==> config.mk <==
export PLATFORM = sky130hd
export DESIGN_NAME = dma_addr_count_unit
export DESIGN_NICKNAME = d
export VERILOG_FILES = /design/src/rtl/dmau_pkg.sv /design/src/rtl/dmau_chan.sv /design/src/rtl/dma_addr_count_unit.sv
export SDC_FILE = /design/constraint.sdc
export NUM_CORES = 1
export LEC_CHECK = 0
export ABC_AREA = 1
export CORE_ASPECT_RATIO = 0.8
export CORE_MARGIN = 4
export CORE_UTILIZATION = 38
export DETAILED_ROUTE_END_ITERATION = 16
export PLACE_DENSITY = 0.64
export SYNTH_ARGS = -nofsm -noshare
export SYNTH_HDL_FRONTEND = slang
export SYNTH_SLANG_ARGS = --single-unit
==> constraint.sdc <==
create_clock -name clk -period 2.7 [get_ports clk]
set_input_delay 0.27 -clock clk [delete_from_list [all_inputs] [get_ports clk]]
set_output_delay 0.27 -clock clk [all_outputs]
set_load 0.005 [all_outputs]
==> src/rtl/dmau_pkg.sv <==
package dmau_pkg;
   typedef struct packed {
      logic dec;
      logic autoi;
   } chan_mode_t;

   localparam chan_mode_t MODE_RESET = '{dec: 1'b0, autoi: 1'b0};
endpackage

==> src/rtl/dmau_chan.sv <==
module dmau_chan
   import dmau_pkg::*;
#(
   parameter int AW = 16,
   parameter int CW = 16
) (
   input  logic          clk,
   input  logic          rst_n,
   input  logic          ld_addr,
   input  logic          ld_cnt,
   input  logic [AW-1:0] ld_a_val,
   input  logic [CW-1:0] ld_c_val,
   input  logic          mode_ld,
   input  chan_mode_t    mode_in,
   input  logic          step,
   input  logic          end_ext,
   output logic [AW-1:0] cur_addr,
   output logic [CW-1:0] cur_cnt,
   output logic          tc_hit,
   output logic          fin,
   output logic          autoi
);
   logic [AW-1:0] base_addr;
   logic [CW-1:0] base_cnt;
   chan_mode_t    mode_q;
   logic [AW-1:0] addr_next;

   assign tc_hit    = step && (cur_cnt == '0);
   assign fin       = step && (tc_hit || end_ext);
   assign autoi     = mode_q.autoi;
   assign addr_next = mode_q.dec ? cur_addr - AW'(1) : cur_addr + AW'(1);

   always_ff @(posedge clk or negedge rst_n) begin
      if (!rst_n) begin
         mode_q    <= MODE_RESET;
         base_addr <= '0;
         base_cnt  <= '0;
         cur_addr  <= '0;
         cur_cnt   <= '0;
      end else begin
         if (mode_ld) mode_q <= mode_in;
         if (ld_addr) begin
            base_addr <= ld_a_val;
            cur_addr  <= ld_a_val;
         end else if (step) begin
            cur_addr  <= (fin && mode_q.autoi) ? base_addr : addr_next;
         end
         if (ld_cnt) begin
            base_cnt  <= ld_c_val;
            cur_cnt   <= ld_c_val;
         end else if (step) begin
            cur_cnt   <= (fin && mode_q.autoi) ? base_cnt : cur_cnt - CW'(1);
         end
      end
   end

   assert_count_step_R3: assert property (@(posedge clk) disable iff (!rst_n)
      (step && !fin && !ld_cnt) |=> (cur_cnt == $past(cur_cnt) - CW'(1)));

   assert_addr_dir_R4: assert property (@(posedge clk) disable iff (!rst_n)
      (step && !fin && !ld_addr && !mode_ld) |=>
         (cur_addr == ($past(mode_q.dec) ? $past(cur_addr) - AW'(1) : $past(cur_addr) + AW'(1))));

   assert_reload_R6: assert property (@(posedge clk) disable iff (!rst_n)
      (fin && autoi && !ld_cnt && !ld_addr) |=> (cur_cnt == base_cnt && cur_addr == base_addr));

   assert_hold_R10: assert property (@(posedge clk) disable iff (!rst_n)
      (!step && !ld_cnt && !ld_addr) |=> $stable(cur_cnt) && $stable(cur_addr));
endmodule

==> src/rtl/dma_addr_count_unit.sv <==
module dma_addr_count_unit
   import dmau_pkg::*;
#(
   parameter int NUM_CH = 4,
   parameter int AW     = 16,
   parameter int CW     = 16,
   localparam int CHW   = (NUM_CH > 1) ? $clog2(NUM_CH) : 1,
   localparam int DW    = (AW > CW) ? AW : CW
) (
   input  logic              clk,
   input  logic              rst_n,
   input  logic              wr_en,
   input  logic [CHW-1:0]    wr_ch,
   input  logic              wr_sel,
   input  logic [DW-1:0]     wr_data,
   input  logic              mode_wr,
   input  logic [CHW-1:0]    mode_ch,
   input  logic              mode_dec,
   input  logic              mode_auto,
   input  logic [NUM_CH-1:0] mask_clr,
   input  logic              stat_rd,
   input  logic [CHW-1:0]    svc_ch,
   input  logic              xfer_stb,
   input  logic              ext_eop,
   output logic [AW-1:0]     addr_out,
   output logic [CW-1:0]     cnt_out,
   output logic              eop_out,
   output logic [NUM_CH-1:0] tc_status,
   output logic [NUM_CH-1:0] mask_out
);
   if (NUM_CH < 1 || NUM_CH > 16) begin : g_bad_ch
      $error("NUM_CH out of range");
   end
   if (AW < 4 || CW < 2) begin : g_bad_w
      $error("AW/CW too small");
   end

   logic [AW-1:0] ca [NUM_CH];
   logic [CW-1:0] cc [NUM_CH];
   logic [NUM_CH-1:0] tc_v, fin_v, auto_v, step_v;

   for (genvar i = 0; i < NUM_CH; i++) begin : g_ch
      logic hit_wr, hit_md;
      assign hit_wr    = wr_en && (wr_ch == CHW'(i));
      assign hit_md    = mode_wr && (mode_ch == CHW'(i));
      assign step_v[i] = xfer_stb && (svc_ch == CHW'(i)) && !hit_wr;

      dmau_chan #(.AW(AW), .CW(CW)) u_chan (
         .clk      (clk),
         .rst_n    (rst_n),
         .ld_addr  (hit_wr && !wr_sel),
         .ld_cnt   (hit_wr && wr_sel),
         .ld_a_val (wr_data[AW-1:0]),
         .ld_c_val (wr_data[CW-1:0]),
         .mode_ld  (hit_md),
         .mode_in  ('{dec: mode_dec, autoi: mode_auto}),
         .step     (step_v[i]),
         .end_ext  (ext_eop),
         .cur_addr (ca[i]),
         .cur_cnt  (cc[i]),
         .tc_hit   (tc_v[i]),
         .fin      (fin_v[i]),
         .autoi    (auto_v[i])
      );
   end

   assign addr_out = ca[svc_ch];
   assign cnt_out  = cc[svc_ch];

   always_ff @(posedge clk or negedge rst_n) begin
      if (!rst_n) begin
         mask_out  <= '1;
         tc_status <= '0;
         eop_out   <= 1'b0;
      end else begin
         mask_out  <= (mask_out & ~mask_clr) | (fin_v & ~auto_v);
         tc_status <= (stat_rd ? '0 : tc_status) | tc_v;
         eop_out   <= |fin_v;
      end
   end

   assert_eop_cause_R5: assert property (@(posedge clk) disable iff (!rst_n)
      eop_out |-> $past(xfer_stb));

   assert_eop_width_R5: assert property (@(posedge clk) disable iff (!rst_n)
      (eop_out && !xfer_stb) |=> !eop_out);

   assert_tc_clear_R9: assert property (@(posedge clk) disable iff (!rst_n)
      (stat_rd && !xfer_stb) |=> (tc_status == '0));

   assert_mask_cause_R7: assert property (@(posedge clk) disable iff (!rst_n)
      (|(mask_out & ~$past(mask_out))) |-> $past(xfer_stb));

   assert_ext_no_tc_R8: assert property (@(posedge clk) disable iff (!rst_n)
      (tc_v == '0 && !stat_rd) |=> $stable(tc_status));
endmodule

==> flow_summary_export.csv <==
group,metric,value,unit
worst_setup_path,start_kind,"primary input",
global_routing,grt_remaining_overflow,0,
synth,synth_area,0.01757,mm2
synth,synth_nets,2606,
floorplan,die_x,248.4,um
layout,multiInputGateArea,0.009412,mm2
cts,numCtsBuffers,34,
worst_setup_path,path_class,"primary input to primary output",
timing,layout_min_cycle_time,2.454,ns
layout,finish.instance_area,0.02071,mm2
layout,drive_above_1_share,7.480,%
global_routing,antenna_found_initial,3,
layout,final_common_cell,"nand2_1",
synth,synth_area_per_cell,7.021,um2
placed_design,dp_hpwl,50.26,mm
layout,n_fill_cell,4633,
worst_setup_path,rr_startpoint,"g_ch[0].u_chan.mode_q[1]",
placed_design,post-place-ws,-0.2150,ns
worst_setup_path,reg2regPathDepth,9,
timing,setup_viol,0,
drt,wl_per_cell,20.39,um
synth,synth_top_cell_by_area,"dfrtp_1",
worst_setup_path,worst_r2r_endpoint,"g_ch[0].u_chan.cur_addr[8]",
worst_setup_path,cp.buffers_inverters,3,
worst_setup_path,cp-startpoint,"svc_ch[0]",
synth,ys_warn_count,0,
power,peakVddDrop,0.4946,mV
layout,final_cell_mix,"nand2_1 (835), nand3_1 (289), dfrtp_1 (269)",
status,outcome,"finished clean",
timing,timing.final.crit_share,90.88,%
floorplan,initial_core_util,38.42,%
synth,synth-edff-count,0,
global_routing,grt_max_degree,84,
cts,clock_path_buffers,3,
worst_setup_path,crit_arrival,2.18,ns
cts,htreeDepth,2,
synth,synthTopCellsByArea,"dfrtp_1 (38%), nand2_1 (18%), nand3_1 (8.2%)",
cts,clkSlewWorstSetupHoldPaths,0.06,ns
placed_design,numPortBuffers,76,
timing,report.final.slew_viol_count,0,
worst_setup_path,crit_path_max_fanout,23,
worst_setup_path,crit_path_end_kind,"primary output",
synth,yosysTopAreaCellShare,38.32,%
floorplan,dieArea,0.04975,mm2
placed_design,place_inst,3198,
placed_design,gp_congestion,1.016,
global_routing,grt_pass1_wl,101.8,mm
cts,post_cts_buffers,0,
synth,synthCells,2502,
layout,nets,2727,
layout,fin_cells,3260,
worst_setup_path,critPathMaxStageDelay,0.51,ns
synth,synth_ff_type,"dfrtp_1",
synth,ys_ff_latch,273,
cts,clockRootBuffer,"clkbuf_16",
drt,detail_route.iter0.violations,1907,
timing,hold_violations,0,
timing,final.setup_skew,0.02673,ns
global_routing,grt_pass1_vias,16600,
global_routing,gr-usage-all-layers,26.43,%
floorplan,num_io_pins,77,
worst_setup_path,crit_chain,"dlygate4sd2_1 -> nor2_2 -> buf_6 -> a22oi_2 -> o221ai_1 -> clkdlybuf4s50_1",
placed_design,place_area,0.01953,mm2
floorplan,rows,70,
drt,remaining_drc_errors,0,
timing,relSlewSlack,48.57,%
timing,worst_slew_pin_slew,0.7715,ns
worst_hold_path,hold_class,"primary input to async pin",
drt,vias,17750,
drt,viasPerCell,5.446,
synth,synth-async-reset-ratio,100.0,%
layout,ff_latch_area,0.006837,mm2
timing,rsz0062_at_grt,"no",
flow_run,max_cap_violations,0,
drt,drt-total-wl,66.48,mm
synth,yosysUniqueCellTypes,43,
layout,syn_to_final_growth,17.89,%
worst_setup_path,reg2reg_setup_slack,0.34,ns
floorplan,core,0.04572,mm2
floorplan,die-height,200.3,um
timing,fmax,407.5,MHz
cts,cts_tree,"built",
worst_setup_path,required,2.43,ns
drt,dr.pass1.iters,8,
timing,tns,0,ns
drt,antenna_left,0,
synth,ys_seq_area_share,38.92,%
worst_setup_path,critPathSlowestCell,"clkdlybuf4s50_1",
power,leakagePower,10.78,nW
timing,setup_slack,0.2463,ns
cts,cts_sinks,273,
worst_setup_path,crit_family,"buffers and inverters",
cts,insertion_delay,0.54,ns
power,power_density,973.2,mW/mm2
## cell families after synthesis
group | synth area share (%)
AOI/OAI and AO/OA | 12.44
xor gates and xnor gates | 3.490
adders and majority gates | 5.014
buffers and inverters | 8.098
DFF | 38.92
and+or+nand+nor | 32.04
## per-stage QoR
stage,hold slack (ns),utilization [%],power (mW)
final,0.1974,45.30,20.16
after global routing,0.2251,45.29,21.66
after CTS,0.1951,45.24,20.04
after floorplan,-0.02559,-,12.35
after global placement,0.1728,42.71,15.36
after detailed placement,0.1737,42.71,15.44
## worst max path at each step
stage,depth (start not counted),slack [ns],end
2_1_floorplan,11,0.69,g_ch[1].u_chan.cur_addr[11]
3_3_place_gp,6,-0.26,addr_out[15]
3_5_place_dp,6,-0.22,addr_out[9]
4_1_cts,7,-0.03,cnt_out[15]
5_1_grt,10,0.22,g_ch[0].u_chan.cur_addr[15]
6_report,6,0.25,addr_out[15]
## Yosys cell counts (4+ instances only)
| library cell | instances |
|---|---|
| nand2_1 | 835 |
| nand3_1 | 289 |
| dfrtp_1 | 269 |
| inv_1 | 261 |
| nor2_1 | 183 |
| o21ai_0 | 125 |
| a21oi_1 | 80 |
| clkbuf_1 | 64 |
| ha_1 | 64 |
| xor2_1 | 47 |
| a22oi_1 | 42 |
| o21bai_1 | 29 |
| o22ai_1 | 28 |
| xnor2_1 | 23 |
| nand4_1 | 17 |
| o221ai_1 | 17 |
| o211ai_1 | 16 |
| buf_2 | 15 |
| a31oi_1 | 12 |
| o21ai_1 | 12 |
| nor3_1 | 10 |
| clkinv_1 | 9 |
| nand3b_1 | 5 |
| and2_1 | 4 |
| buf_6 | 4 |
| dfstp_2 | 4 |
| fa_1 | 4 |
| inv_2 | 4 |
| nand2_2 | 4 |
| nor2_2 | 4 |
## where the power goes
| group | internal, mW | switching, mW | total [mW] | leakage, nW |
|---|---|---|---|---|
| sequential | 5.27 | 1.47 | 6.73 | 3.38 |
| clock | 2.57 | 1.91 | 4.48 | 0.522 |
| combinational | 3.51 | 5.44 | 8.95 | 6.88 |
| total | 11.3 | 8.81 | 20.2 | 10.8 |
## timing repair
item | in CTS | in global routing
endpoints found under the hold margin | 62 | 0
setup endpoints to repair | 19 | 22
hold buffers | 1 | 0
gates resized for setup | 18 | 5
pin swaps | 0 | 3
## layout make-up
cell class | count | area share, %
clock buffer | 47 | 4.586
tap | 612 | 3.697
multi-input combinational | 1865 | 45.44
timing repair buffer | 174 | 7.709
sequential | 273 | 33.01
clock inverter | 13 | 0.5498
inverter | 275 | 4.990
antenna | 1 | 0.01208
## sequential cells by signal (all words and copies together), names as in the netlist
register / cells
g_ch.u_chan.base_addr: 64
tc_status: 4
g_ch.u_chan.autoi: 4
g_ch.u_chan.mode_q: 4
eop_out: 1
g_ch.u_chan.base_cnt: 64
g_ch.u_chan.cur_addr: 64
g_ch.u_chan.cur_cnt: 64
mask_out: 4
## per-layer routing
metal | global-route usage (%) | routed length [um] | vias up
li1 | - | - | 8432
met1 | 39.49 | 30170 | 8415
met2 | 36.57 | 26530 | 780
met3 | 6.880 | 6989 | 127
met4 | 9.633 | 2790 | 0
met5 | 0 | 0 | -
No activity file was read; power rests on OpenSTA's default activity.
